`src/rtl/rdo_pkg.sv`:
```
package rdo_pkg;

    typedef enum logic [1:0] {
        ST_IDLE = 2'd0,
        ST_FOT  = 2'd1,
        ST_ROT  = 2'd2,
        ST_KERN = 2'd3
    } rdo_state_e;

    function automatic int unsigned safe_w(input int unsigned n);
        return (n > 1) ? $clog2(n) : 1;
    endfunction

endpackage

```
`src/rtl/rdo_core_div.sv`:
```
module rdo_core_div #(
    parameter int unsigned CORE_DIV = 4
) (
    input  logic clk,
    input  logic rst_n,
    output logic tick_o
);
    localparam int unsigned DW = rdo_pkg::safe_w(CORE_DIV);

    generate
        if (CORE_DIV <= 1) begin : g_nodiv
            assign tick_o = 1'b1;
        end else begin : g_div
            localparam logic [DW-1:0] LAST = DW'(CORE_DIV - 1);
            logic [DW-1:0] div_d, div_q;

            always_comb begin
                div_d = (div_q == LAST) ? '0 : div_q + 1'b1;
            end

            always_ff @(posedge clk) begin
                if (!rst_n) div_q <= '0;
                else        div_q <= div_d;
            end

            assign tick_o = (div_q == LAST);
        end
    endgenerate
endmodule

```
`src/rtl/rdo_req_hold.sv`:
```
module rdo_req_hold (
    input  logic clk,
    input  logic rst_n,
    input  logic req_i,
    input  logic accept_i,
    output logic pend_o
);
    logic pend_d, pend_q;

    // a fresh request wins over a same-cycle accept, so it is not lost
    always_comb begin
        pend_d = req_i | (pend_q & ~accept_i);
    end

    always_ff @(posedge clk) begin
        if (!rst_n) pend_q <= 1'b0;
        else        pend_q <= pend_d;
    end

    assign pend_o = pend_q;
endmodule

```
`src/rtl/rdo_fsm.sv`:
```
module rdo_fsm
    import rdo_pkg::*;
#(
    parameter int unsigned ROWS    = 480,
    parameter int unsigned KERNELS = 160,
    parameter int unsigned FOT_CYC = 32,
    parameter int unsigned ROT_CYC = 8,
    localparam int unsigned RW  = safe_w(ROWS),
    localparam int unsigned KW  = safe_w(KERNELS),
    localparam int unsigned OMX = (FOT_CYC > ROT_CYC) ? FOT_CYC : ROT_CYC,
    localparam int unsigned OCW = safe_w(OMX)
) (
    input  logic          clk,
    input  logic          rst_n,
    input  logic          tick_i,
    input  logic          pend_i,
    output logic          accept_o,
    output logic          fot_o,
    output logic          rot_o,
    output logic          kern_sel_o,
    output logic          row_sel_o,
    output logic [RW-1:0] row_o,
    output logic [KW-1:0] kern_o,
    output logic          line_done_o,
    output logic          frame_done_o
);
    localparam logic [OCW-1:0] FOT_LAST  = OCW'(FOT_CYC - 1);
    localparam logic [OCW-1:0] ROT_LAST  = OCW'(ROT_CYC - 1);
    localparam logic [RW-1:0]  ROW_LAST  = RW'(ROWS - 1);
    localparam logic [KW-1:0]  KERN_LAST = KW'(KERNELS - 1);

    typedef struct packed {
        rdo_state_e     st;
        logic [OCW-1:0] ocnt;
        logic [RW-1:0]  row;
        logic [KW-1:0]  kern;
        logic           row_sel;
        logic           line_done;
        logic           frame_done;
    } seq_t;

    seq_t seq_d, seq_q;

    assign accept_o = tick_i && (seq_q.st == ST_IDLE) && pend_i;

    always_comb begin
        seq_d = seq_q;
        if (tick_i) begin
            seq_d.row_sel    = 1'b0;
            seq_d.line_done  = 1'b0;
            seq_d.frame_done = 1'b0;
            unique case (seq_q.st)
                ST_IDLE: begin
                    if (pend_i) begin
                        seq_d.st   = ST_FOT;
                        seq_d.ocnt = '0;
                    end
                end
                ST_FOT: begin
                    if (seq_q.ocnt == FOT_LAST) begin
                        seq_d.st      = ST_ROT;
                        seq_d.ocnt    = '0;
                        seq_d.row     = '0;
                        seq_d.row_sel = 1'b1;
                    end else begin
                        seq_d.ocnt = seq_q.ocnt + 1'b1;
                    end
                end
                ST_ROT: begin
                    if (seq_q.ocnt == ROT_LAST) begin
                        seq_d.st   = ST_KERN;
                        seq_d.ocnt = '0;
                        seq_d.kern = '0;
                    end else begin
                        seq_d.ocnt = seq_q.ocnt + 1'b1;
                    end
                end
                ST_KERN: begin
                    if (seq_q.kern == KERN_LAST) begin
                        seq_d.kern      = '0;
                        seq_d.line_done = 1'b1;
                        if (seq_q.row == ROW_LAST) begin
                            seq_d.st         = ST_IDLE;
                            seq_d.row        = '0;
                            seq_d.frame_done = 1'b1;
                        end else begin
                            seq_d.st      = ST_ROT;
                            seq_d.row     = seq_q.row + 1'b1;
                            seq_d.row_sel = 1'b1;
                        end
                    end else begin
                        seq_d.kern = seq_q.kern + 1'b1;
                    end
                end
                default: seq_d.st = ST_IDLE;
            endcase
        end
    end

    always_ff @(posedge clk) begin
        if (!rst_n) begin
            seq_q <= '{st: ST_IDLE, ocnt: '0, row: '0, kern: '0,
                       row_sel: 1'b0, line_done: 1'b0, frame_done: 1'b0};
        end else begin
            seq_q <= seq_d;
        end
    end

    assign fot_o        = (seq_q.st == ST_FOT);
    assign rot_o        = (seq_q.st == ST_ROT);
    assign kern_sel_o   = (seq_q.st == ST_KERN);
    assign row_sel_o    = seq_q.row_sel;
    assign row_o        = seq_q.row;
    assign kern_o       = seq_q.kern;
    assign line_done_o  = seq_q.line_done;
    assign frame_done_o = seq_q.frame_done;
endmodule

```
`src/rtl/pixel_readout_seq.sv`:
```
module pixel_readout_seq #(
    parameter int unsigned ROWS     = 480,
    parameter int unsigned KERNELS  = 160,
    parameter int unsigned FOT_CYC  = 32,
    parameter int unsigned ROT_CYC  = 8,
    parameter int unsigned CORE_DIV = 4,
    localparam int unsigned RW = rdo_pkg::safe_w(ROWS),
    localparam int unsigned KW = rdo_pkg::safe_w(KERNELS)
) (
    input  logic          clk,
    input  logic          rst_n,
    input  logic          frame_req,
    output logic          core_tick,
    output logic          fot_active,
    output logic          rot_active,
    output logic          row_sel,
    output logic [RW-1:0] row_idx,
    output logic          kern_sel,
    output logic [KW-1:0] kern_idx,
    output logic          line_done,
    output logic          frame_done
);
    logic tick;
    logic pend;
    logic accept;

    rdo_core_div #(.CORE_DIV(CORE_DIV)) u_div (
        .clk    (clk),
        .rst_n  (rst_n),
        .tick_o (tick)
    );

    rdo_req_hold u_req (
        .clk      (clk),
        .rst_n    (rst_n),
        .req_i    (frame_req),
        .accept_i (accept),
        .pend_o   (pend)
    );

    rdo_fsm #(
        .ROWS    (ROWS),
        .KERNELS (KERNELS),
        .FOT_CYC (FOT_CYC),
        .ROT_CYC (ROT_CYC)
    ) u_fsm (
        .clk          (clk),
        .rst_n        (rst_n),
        .tick_i       (tick),
        .pend_i       (pend),
        .accept_o     (accept),
        .fot_o        (fot_active),
        .rot_o        (rot_active),
        .kern_sel_o   (kern_sel),
        .row_sel_o    (row_sel),
        .row_o        (row_idx),
        .kern_o       (kern_idx),
        .line_done_o  (line_done),
        .frame_done_o (frame_done)
    );

    assign core_tick = tick;
endmodule

```
`config.mk`:
```
export PLATFORM = sky130hd
export DESIGN_NAME = pixel_readout_seq
export DESIGN_NICKNAME = d
export VERILOG_FILES = /design/src/rtl/rdo_pkg.sv /design/src/rtl/rdo_core_div.sv /design/src/rtl/rdo_req_hold.sv /design/src/rtl/rdo_fsm.sv /design/src/rtl/pixel_readout_seq.sv
export SDC_FILE = /design/constraint.sdc
export NUM_CORES = 1
export LEC_CHECK = 0
export ABC_AREA = 0
export BUFFER_PORTS_ARGS = -buffer_cell sky130_fd_sc_hd__buf_4
export CAP_MARGIN = 0
export CORE_MARGIN = 2
export CORE_UTILIZATION = 51
export CTS_BUF_LIST = sky130_fd_sc_hd__clkbuf_16
export DETAILED_ROUTE_END_ITERATION = 10
export PLACE_DENSITY = 0.75
export SYNTH_ARGS = -nofsm -noshare
export SYNTH_HDL_FRONTEND = slang
export SYNTH_SLANG_ARGS = --single-unit
```
`constraint.sdc`:
```
create_clock -name clk -period 1.85 [get_ports clk]
set_clock_uncertainty 0.15 [all_clocks]
set_input_delay 0.0925 -clock clk [delete_from_list [all_inputs] [get_ports clk]]
set_output_delay 0.0925 -clock clk [all_outputs]
set_load 0.005 [all_outputs]
```
# == Word-level counts from Yosys, hierarchy flattened ==
# Index checks and enable logic that the tools add are counted.
# op_classes
n_addsub,4
n_eq_ne,12
mux,22
bitwise,4
reduce_logical,11
# op_table
operator,n
$mux W9,3
$pmux W9 S2,1
$mux W8,2
$pmux W8 S2,1
$pmux W5 S3,1
$mux W2,5
$mux W5,2
$add A9 B1 Y9 const B,1
$eq A9 B9 Y1 const B,1
$add A8 B1 Y8 const B,1
$eq A8 B8 Y1 const B,1
$pmux W2 S4,1
$mux W7,1
$eq A2 B2 Y1 const B,3
$ne A2 B1 Y1 const B,3
$reduce_and A3 Y1,2
$add A5 B1 Y5 const B,1
$eq A5 B3 Y1 const B,1
$eq A5 B5 Y1 const B,1
$reduce_and A5 Y1,1
$reduce_and A4 Y1,1
$reduce_bool A2 Y1,2
$mux W1,3
$mux W3,1
other kinds (11),13
# totals
reg_bits,30
input_bits,3
output_inout_bits,24
word_cells,62

# == Logic depth before layout (Yosys ltp) ==
# Gate-level depths: netlist of run 1.
# logic_depth
word_depth,6
depth_mapped,8
depth_no_buf,7

# == By module ==
# Synthesis of run 1 repeated with hierarchy kept, for this count alone.
# unflattened
cells_unflattened,207
hier_area_um2,1796.7
# modules_own_cells
mod,instances,cells_per_inst,area_each_um2,seq_area_each_um2
rdo_fsm,1,199,1681.6,540.5
rdo_core_div,1,5,73.8,40.0
rdo_req_hold,1,3,41.3,20.0

# == Worst setup path after synthesis of run 1 ==
# No wires, ideal clock.
# synth_path
path_kind,register -> register
start,reg u_fsm.seq_q[20] (netlist bit)
end,"reg u_fsm.seq_q, in the netlist u_fsm.row_o[5]"
setup_time_ns,0.143
arrival_ns,1.674
required_time_ns,1.557
path_slack_ns,-0.116
path_stages_with_launch,9
n_path_buf,1
period_less_slack_ns,1.966
cell_sequence,dfxtp_1 ha_1 and3_1 ha_1 mux2_2 nand2_1 buf_2 o41ai_1 a21oi_1
# synth_via
elab_chain_len,3
# synth_rtl
item,line_no,source
from (decl),rdo_fsm.sv:42,"seq_t seq_d, seq_q;"
from (signal assigned),rdo_fsm.sv:102,"seq_q <= '{st: ST_IDLE, ocnt: '0, row: '0, kern: '0,"
from (signal assigned),rdo_fsm.sv:105,seq_q <= seq_d;
$eq A5 B5 Y1,rdo_fsm.sv:60,if (seq_q.ocnt == FOT_LAST) begin
$ne A2 B1 Y1 (no line),n/a,
$reduce_and A4 Y1 (no line),n/a,
# Every way passes these cells.
# A chain may end at the register's enable or synchronous reset.

# == Worst setup path after layout of run 1 ==
# layout_path
start,reg u_fsm.seq_q[20] (netlist bit)
end,"reg u_fsm.seq_q, in the netlist u_fsm.row_o[2]"
# The elaborated chain is that of the path after synthesis.

==> results of run 1 <==
power by group through the flow:
stage	clock, W	sequential [W]	combinational, W
global placement	0	0.000674	0.0000794
detailed placement	0	0.000674	0.0000816
CTS	0.000751	0.000662	0.0000893
floorplan	0	0.000674	0.0000425
global route	0.000792	0.000662	0.0000993
finish	0.000745	0.000662	0.0000913
state kept, by name (all words and copies together), names as in the netlist:
signal and flops:
u_fsm.frame_done_o 1, u_req.pend_o 1, u_fsm.row_sel_o 1, u_fsm.line_done_o 1, u_fsm.row_o 9, u_div.g_div.div_q 2, u_fsm.kern_o 8, u_fsm.seq_q 7
cells in the mapped netlist (3+ instances only):
library cell | count | area share
o21ai_0 | 10 | 0.028
nand4_1 | 5 | 0.017
and3_1 | 5 | 0.017
clkbuf_1 | 3 | 0.0062
nor3_1 | 3 | 0.0083
a41oi_1 | 3 | 0.014
a21oi_1 | 20 | 0.055
inv_1 | 7 | 0.014
buf_4 | 17 | 0.070
dfxtp_1 | 30 | 0.33
or4_1 | 5 | 0.021
nand2b_1 | 4 | 0.014
ha_1 | 10 | 0.069
o32ai_1 | 3 | 0.014
nand3_1 | 10 | 0.028
o31ai_1 | 5 | 0.021
nor2_1 | 8 | 0.017
nand2_1 | 19 | 0.039
through the flow:
step	area, um2	std cells	power, W	util
finish	2460	312	0.00150	0.727
global route	2460	312	0.00155	0.727
CTS	2410	311	0.00150	0.712
detailed placement	2220	301	0.000756	0.654
global placement	2220	301	0.000753	0.654
floorplan	1850	215	0.000716	-
cells by family after synthesis:
kind of cell,synth area share
muxes,0.0117
adders and majority gates,0.0690
DFF,0.331
and+or+nand+nor,0.256
buffers and inverters,0.107
AOI/OAI and AO/OA,0.226
final timing paths:
check | from | to | slack, ps | depth (start not counted)
worst min register to register | u_div.g_div.div_q[0] | u_div.g_div.div_q[0] | 290 | 1
worst min-delay path | rst_n | u_fsm.kern_o[1] | 120 | 4
worst max register to register | u_fsm.seq_q[20] | u_fsm.row_o[2] | -10 | 7
worst max-delay path | u_fsm.seq_q[20] | u_fsm.row_o[2] | -10 | 7
per-layer routing:
layer  GRT usage  vias to the layer above  wire, um
li1            -                      891         -
met2       0.428                       46      2340
met3      0.0625                        8       241
met4      0.0897                        0        66
met1       0.309                      848      2160
met5           0                        -         0
tightest hold or removal path, stage by stage:
cell and delay (ps):
buf_4 90, inv_2 30, buf_4 180, nor2_1 100
layout make-up:
class / instances / area share
repair buffers: 66 / 0.204
well taps: 46 / 0.0234
flip-flops and latches: 30 / 0.246
inverters: 9 / 0.0137
clock inverters: 2 / 0.00305
clock buffers: 5 / 0.0508
multi-input cells: 154 / 0.459
timing repair:
item	CTS	global route
setup buffers	1	1
endpoints found under the setup margin	11	20
gates resized for setup	7	13
pin swaps	8	10
endpoints found under the hold margin	1	0
gates cloned	1	0
hold buffers	1	0
==> summary.md, run 1 <==
| Metric | Value |
|---|---|
| Port buffer count | 26 |
| Initial Util | 0.535 |
| Cell Int Power | 0.00118 W |
| Arrival time of the worst setup path | 1920 ps |
| Most common cell after layout, fill and taps aside | buf_4 |
| CP Data Required Time | 1910 ps |
| Crit-path slowest cell | or4_1 |
| Register area | 607 um2 |
| Max-cap violations | 0 |
| Crit path largest cell delay | ~470 ps |
| Relative slew slack | 0.724 |
| Place WS | -113 ps |
| Die height | approximately 64 um |
| Clock tree buffer depth | 2 |
| Row count | 21 |
| Post-DP HPWL | between 3000 and 4000 um |
| Clock root cell | clkbuf_16 |
| RSZ-0062 raised after global routing | yes |
| Status | finished with violations |
| Sw Share | 0.214 |
| Buffers & Inverters on Critical Path | 0 |
| Hold crit path type | primary input to flip-flop |
| Global-route wire length before repair | around 8000 um |
| Seq/Total Area, Yosys | 0.331 |
| Final worst slack | -12.1 ps |
| Reg power frac | 0.442 |
| Yosys warnings | 0 |
| Clock sinks | 30 |
| Post-layout min period | between 1500 and 2000 ps |
| Fraction of layout cells with a size suffix above 1 | 0.372 |
| Gate power share | 0.061 |
| Setup crit end kind | flip-flop |
| Synthesis-stage register bit count | 30 |
| Worst skew pair latency | 270 ps |
| Initial antenna violation count | 0 |
| Worst-margin pin slew | slightly above 400 ps |
| Most used cell, CP | ha_4 |
| H-tree lvl count | 2 |
| Routability-driven placement congestion ratio | about 0.86 |
| Layout Nets | 279 |
| Pins Over Slew Limit | 0 |
| Post-Syn Instances | 215 |
| Crit path launch type | flip-flop |
| Final-layout fill cell count | between 200 and 300 |
| Avg Inst Size Synth | 8.44 um2 |
| Syn nets | 228 |
| Total grt overflow | 0 |
| LEAKAGE | 0.983 nW |
| Drc violations | 0 |
| Final Hold Viols | 0 |
| Synthesized cell area | 1810 um2 |
| Setup TNS | -12.1 ps |
| Final WL | 4800 um |
| Routed len/inst | ~15 um |
| DR pass1 iterations | 4 |
| Die area | 4050 um2 |
| Syn-to-layout area delta | 35.9% |
| Fin crit share | 1.01 |
| Ports | 27 |
| Failing checks | setup timing |
| DRT iter0 DRCs | between 150 and 200 |
| Chip Width | 63.6 um |
| Critical path fanouts, max | 5 |
| Netlist cell types | 53 |
| Synth Flop Type | dfxtp_1 |
| Largest net degree at the start of global routing | 17 |
| PwrDens | 608 nW/um2 |
| Vias in the first global route | 1724 |
| EDFF count, synth | 0 |
| Number of buffers created by CTS | 5 |
| CP top delay family | simple AND/OR/NAND/NOR gates |
| Antenna Cells | 0 |
| Antenna Violating Nets Remaining | 0 |
| CORE AREA | 3390 um2 |
| Total GRT Usage | 0.252 |
| Vias | 1793 |
| Peak Freq | between 0.5 and 0.6 GHz |
| TritonCTS clock tree | built |
| Clk pin slew, worst setup/hold paths | 50 ps |
| Clk network pwr share | 0.497 |
| CP Cell Sequence | ha_4 > and3_4 > ha_4 > mux2_4 > nand2_4 > or4_1 > a21oi_1 |
| Commonest cells after routing, fill and taps aside | buf_4, dfxtp_1, nand2_1, a21oi_1, o21ai_0 |
| DR vias/cell | 5.75 |
| VDD IR max | 0.473 mV |
| NetSw | 0.000320 W |
| Multi-input gate area | 1130 um2 |
| Asr flop ratio synth | 0 |
| Setup CP Type | flip-flop to flip-flop |
| Finish-stage setup viols | 1 |
| Final hold slack | 124 ps |
Note: power is estimated with default switching activity, not from simulation.
==> inputs of run 2 (changes only) <==
CTS_BUF_LIST = default   (was sky130_fd_sc_hd__clkbuf_16)
PLACE_DENSITY = 0.79   (was 0.75)
==> run 2 against run 1 <==
Compared with the run above:
- the run still ends with setup timing left
- via count unchanged
- register-to-register slack got worse by 30 ps
- utilization decreased by 2.7 points
- clock power decreased by 51%
- sequential cell count unchanged
- wire length decreased by 6.7%
- maximum frequency decreased by 1.5%
- sequential share of layout area increased by 0.84 points
- sequential power about the same
- critical endpoint unchanged
- largest cell class unchanged
- largest power group is now sequential cells
==> summary.md, run 2 (same netlist as run 1, synthesis figures left out) <==
| Metric | Value |
|---|---|
| Hold crit path type | primary input to flip-flop |
| Fraction of layout cells with a size suffix above 1 | 0.365 |
| Relative slew slack | 0.741 |
| Crit path largest cell delay | 470 ps |
| Final WL | 4480 um |
| Max reg flops | 9 |
| Routed len/inst | 14.5 um |
| Total grt overflow | 0 |
| Post-DP HPWL | 3120 um |
| Post-layout min period | 1890 ps |
| Failing checks | setup timing |
| Most used cell, CP | ha_4 |
| VDD IR max | 0.390 mV |
| Initial antenna violation count | 0 |
| DR vias/cell | around 5.8 |
| Setup crit end kind | flip-flop |
| Die height | 63.6 um |
| DRT iter0 DRCs | 148 |
| Port buffer count | 26 |
| Peak Freq | 0.529 GHz |
| Worst-margin pin slew | approximately 380 ps |
| Status | finished with violations |
| DR pass1 iterations | 4 |
| Final worst slack | -41.3 ps |
| Number of buffers created by CTS | 5 |
| CP top delay family | simple AND/OR/NAND/NOR gates |
| Global-route wire length before repair | 7620 um |
| Routability-driven placement congestion ratio | roughly 0.86 |
| TritonCTS clock tree | built |
| Final Hold Viols | 0 |
| Most common cell after layout, fill and taps aside | buf_4 |
| Initial Util | 0.535 |
| Arrival time of the worst setup path | 2010 ps |
| LEAKAGE | slightly above 0.9 nW |
| PwrDens | 472 nW/um2 |
| Clock root cell | clkbuf_4 |
| Clock sinks | 30 |
| Total GRT Usage | 0.239 |
| Antenna Violating Nets Remaining | 0 |
| Drc violations | 0 |
| Final hold slack | 43.9 ps |
| Overall power | 0.00112 W |
| Buffers & Inverters on Critical Path | 0 |
| Crit-path slowest cell | or4_1 |
| Vias | 1793 |
| Finish-stage setup viols | 2 |
| Clk pin slew, worst setup/hold paths | roughly 90 ps |
| H-tree lvl count | 2 |
| Pins Over Slew Limit | 0 |
| Syn-to-layout area delta | 30.8% |
| CP Data Required Time | 1970 ps |
| Antenna Cells | 0 |
| Commonest cells after routing, fill and taps aside | buf_4, dfxtp_1, a21oi_1, nand2_1, nand3_1 |
| Chip Width | roughly 64 um |
| Worst skew pair latency | 340 ps |
| Ports | 27 |
| RSZ-0062 raised after global routing | yes |
| Critical path fanouts, max | 5 |
| Clock tree buffer depth | 2 |
| CORE AREA | 3390 um2 |
| Crit path launch type | flip-flop |
| CP Cell Sequence | ha_4 > and3_4 > ha_4 > mux2_4 > nand2_4 > or4_1 > a21oi_1 |
| Max-cap violations | 0 |
| Die area | 4050 um2 |
| Layout Nets | roughly 280 |
| Fin crit share | 1.02 |
| Largest net degree at the start of global routing | 17 |
| Row count | 21 |
| Vias in the first global route | 1677 |
| Setup CP Type | flip-flop to flip-flop |
==> run 2: power by group <==
group,internal [W],switching (W),total [W],leakage (nW)
Combinational,0.0000436,0.0000482,0.0000918,0.655
Sequential,0.000655,0.00000512,0.000660,0.244
Clock,0.000143,0.000225,0.000368,0.0254
==> run 2: routing by layer <==
layer	vias up	track usage	share of wire	routed length, um
met5	-	0	0	0
met4	0	0.109	0.014	61
met3	6	0.0571	0.048	215
met2	46	0.386	0.48	2140
met1	852	0.301	0.46	2060
li1	889	-	-	-
==> run 2: final timing paths <==
kind,cells past startpoint,from,slack [ps],to
worst max-delay path,7,u_fsm.seq_q[20],-40,u_fsm.row_o[2]
worst min-delay path,4,rst_n,40,u_fsm.kern_o[1]
worst max register to register,7,u_fsm.seq_q[20],-40,u_fsm.row_o[2]
worst min register to register,1,u_div.g_div.div_q[0],310,u_div.g_div.div_q[0]
==> run 2: worst reg2reg max path, cell delays in order (launching register included) <==
cell,delay [ps]
dfxtp_2,370
ha_4,140
and3_4,190
ha_4,140
mux2_4,180
nand2_4,80
or4_1,470
a21oi_1,130
==> run 2: cell type report <==
cell class,count,area (um2)
tap,46,57.6
clock buffer,7,45.0
timing repair buffer,63,483
inverter,9,36.3
fill,278,1020
sequential,30,604
multi-input combinational,154,1150
==> run 2: repair_timing <==
item | in CTS | in global routing
hold buffers | 1 | 0
pin swaps | 11 | 6
cloned | 1 | 0
gates resized for setup | 10 | 13
setup endpoints to repair | 14 | 18
endpoints found under the hold margin | 1 | 0
setup buffers | 0 | 1
==> run 2: through the flow <==
step                      setup slack [ps]  cells  setup TNS, ps  instance area, um2   util
after global routing                 -94.8    309           -598                2370  0.700
after floorplan                       1.85    215              0                1850      -
after CTS                            -45.7    308          -55.4                2310  0.681
after global placement               -62.2    299           -376                2200  0.649
after detailed placement              -121    299           -799                2200  0.649
final                                -41.3    309          -62.1                2370  0.700
==> inputs of run 3 (changes only) <==
CELL_PAD_IN_SITES_DETAIL_PLACEMENT = 0   (was default)
CELL_PAD_IN_SITES_GLOBAL_PLACEMENT = 2   (was default)
CORE_UTILIZATION = 30   (was 51)
PLACE_DENSITY = 0.78   (was 0.79)
==> run 3 against run 2 <==
Compared with the run above:
- the flow still finishes with violations (setup timing)
- combinational power rose by 9%
- via count fell by 0.67%
- die area rose by 65%
- cell count rose by 12%
- worst setup slack got worse by 31 ps
- largest cell class unchanged
==> summary.md, run 3 (same netlist as run 1, synthesis figures left out) <==
| Metric | Value |
|---|---|
| Status | finished with violations |
| Failing checks | setup timing |
| Chip Width | a little over 80 um |
| Setup crit end kind | flip-flop |
| Antenna Violating Nets Remaining | 0 |
| Peak Freq | 0.520 GHz |
| Worst hold path cell count | 4 |
| Die area | 6690 um2 |
| Initial antenna violation count | 0 |
| Hold Crit Start | rst_n |
| Clock root cell | clkbuf_8 |
| Hold crit path type | primary input to flip-flop |
| Total GRT Usage | 0.158 |
| Vias in the first global route | 1699 |
| CORE AREA | 5890 um2 |
| VDD IR max | 0.442 mV |
| Final worst slack | -71.9 ps |
| Wire length on met1 | 2380 um |
| Commonest cells after routing, fill and taps aside | buf_4, dfxtp_1, nand2_1, a21oi_1 |
| Finish-stage setup viols | 5 |
| Top Metal Used | met4 |
| Pins Over Slew Limit | 0 |
| Post-DP HPWL | 3460 um |
| Fin crit share | 1.04 |
| Vias | between 1500 and 2000 |
| Global-route wire length before repair | 8150 um |
| Relative slew slack | 0.759 |
| Clk pin slew, worst setup/hold paths | ~60 ps |
| Worst-margin pin slew | 357 ps |
| Max-cap violations | 0 |
| Post-layout min period | 1920 ps |
| Arrival time of the worst setup path | 1990 ps |
| Place WS | -160 ps |
| Drc violations | 0 |
| Syn-to-layout area delta | 45.4% |
| Routability-driven placement congestion ratio | 0.819 |
| Overall power | 0.00127 W |
| RR Endpoint | u_fsm.row_o[3] |
| Routed len/inst | 14.0 um |
| H-tree lvl count | 2 |
| Setup TNS | -151 ps |
| Critical path fanouts, max | 7 |
| Clock sinks | 30 |
| Layout Nets | around 290 |
| Number of buffers created by CTS | 5 |
| Setup CP Type | flip-flop to flip-flop |
| DRT iter0 DRCs | 55 |
| Antenna Cells | 0 |
| Setup slack, reg-to-reg | -70 ps |
| RSZ-0062 raised after global routing | yes |
| Worst r2r path cells | 7 |
| Worst reg2reg startpoint | u_fsm.seq_q[21] |
| Row count | 28 |
| LEAKAGE | 0.981 nW |
| Most common cell after layout, fill and taps aside | buf_4 |
| Final WL | 4870 um |
| DR vias/cell | ~5 |
| Hold Crit Endpoint | u_fsm.seq_q[20] |
| Crit path launch type | flip-flop |
| Worst skew pair latency | 290 ps |
| Port buffer count | 26 |
| Clock tree buffer depth | 2 |
| CP Data Required Time | 1920 ps |
| PwrDens | 481 nW/um2 |
| Ports | 27 |
| Final Hold Viols | 0 |
| WL met3 | 168 um |
| Total grt overflow | 0 |
| Met2 routed WL | about 2300 um |
| Initial Util | 0.308 |
| DR pass1 iterations | 4 |
| Largest net degree at the start of global routing | 17 |
| Max reg flops | 9 |
| Die height | 81.8 um |
| Fraction of layout cells with a size suffix above 1 | 0.441 |
| TritonCTS clock tree | built |
==> run 3: power by group <==
group | total (W) | switching, W | leakage [nW] | internal [W]
logic | 0.000100 | 0.0000531 | 0.698 | 0.0000473
clock network | 0.000505 | 0.000246 | 0.0383 | 0.000259
registers | 0.000663 | 0.00000763 | 0.245 | 0.000656
total | 0.00127 | 0.000307 | 0.981 | 0.000962
==> run 3: final cells by class <==
class                      count  area (um2)
clock buffer                   7        76.3
fill                         617        3250
timing repair buffer          72         568
inverter                       9        33.8
multi-input combinational    154        1260
tap                           75        93.8
sequential                    30         606
==> run 3: layer usage <==
layer | GRT usage | up-vias
met3 | 0.0407 | 6
li1 | - | 906
met4 | 0.0567 | 0
met5 | 0 | -
met2 | 0.237 | 27
met1 | 0.219 | 842
==> run 3: how the worst max path moves through the flow <==
stage	start	to	slack (ps)	cells past startpoint
after floorplan	u_fsm.seq_q[21]	u_fsm.row_o[3]	2	7
after global placement	u_fsm.seq_q[21]	u_fsm.row_o[3]	-130	7
after detailed placement	u_fsm.seq_q[21]	u_fsm.row_o[6]	-160	7
after CTS	u_fsm.seq_q[21]	u_fsm.row_o[6]	-60	7
after global routing	u_fsm.seq_q[21]	u_fsm.row_o[3]	-140	7
final	u_fsm.seq_q[21]	u_fsm.row_o[3]	-70	7
==> run 3: repair_timing <==
item / CTS / global route
pin swaps: 5 / 10
cloned: 1 / 0
hold buffers: 1 / 0
endpoints found under the hold margin: 1 / 0
buffers inserted: 2 / 2
setup endpoints to repair: 10 / 22
gates resized for setup: 8 / 33
==> run 3: through the flow <==
step | util | cell area, um2 | instances | hold WS (ps)
2_1_floorplan | - | 1850 | 215 | 59.9
3_3_place_gp | 0.391 | 2300 | 335 | 150
3_5_place_dp | 0.391 | 2300 | 335 | 164
4_1_cts | 0.419 | 2470 | 346 | 110
5_1_grt | 0.448 | 2640 | 347 | 125
6_report | 0.448 | 2640 | 347 | 114
==> run 3: critical path: stages (launching register included) <==
cell	delay (ps)
dfxtp_2	350
ha_4	130
and3_4	190
ha_4	140
mux2_4	200
nand2_8	70
or4_1	500
a21oi_2	130
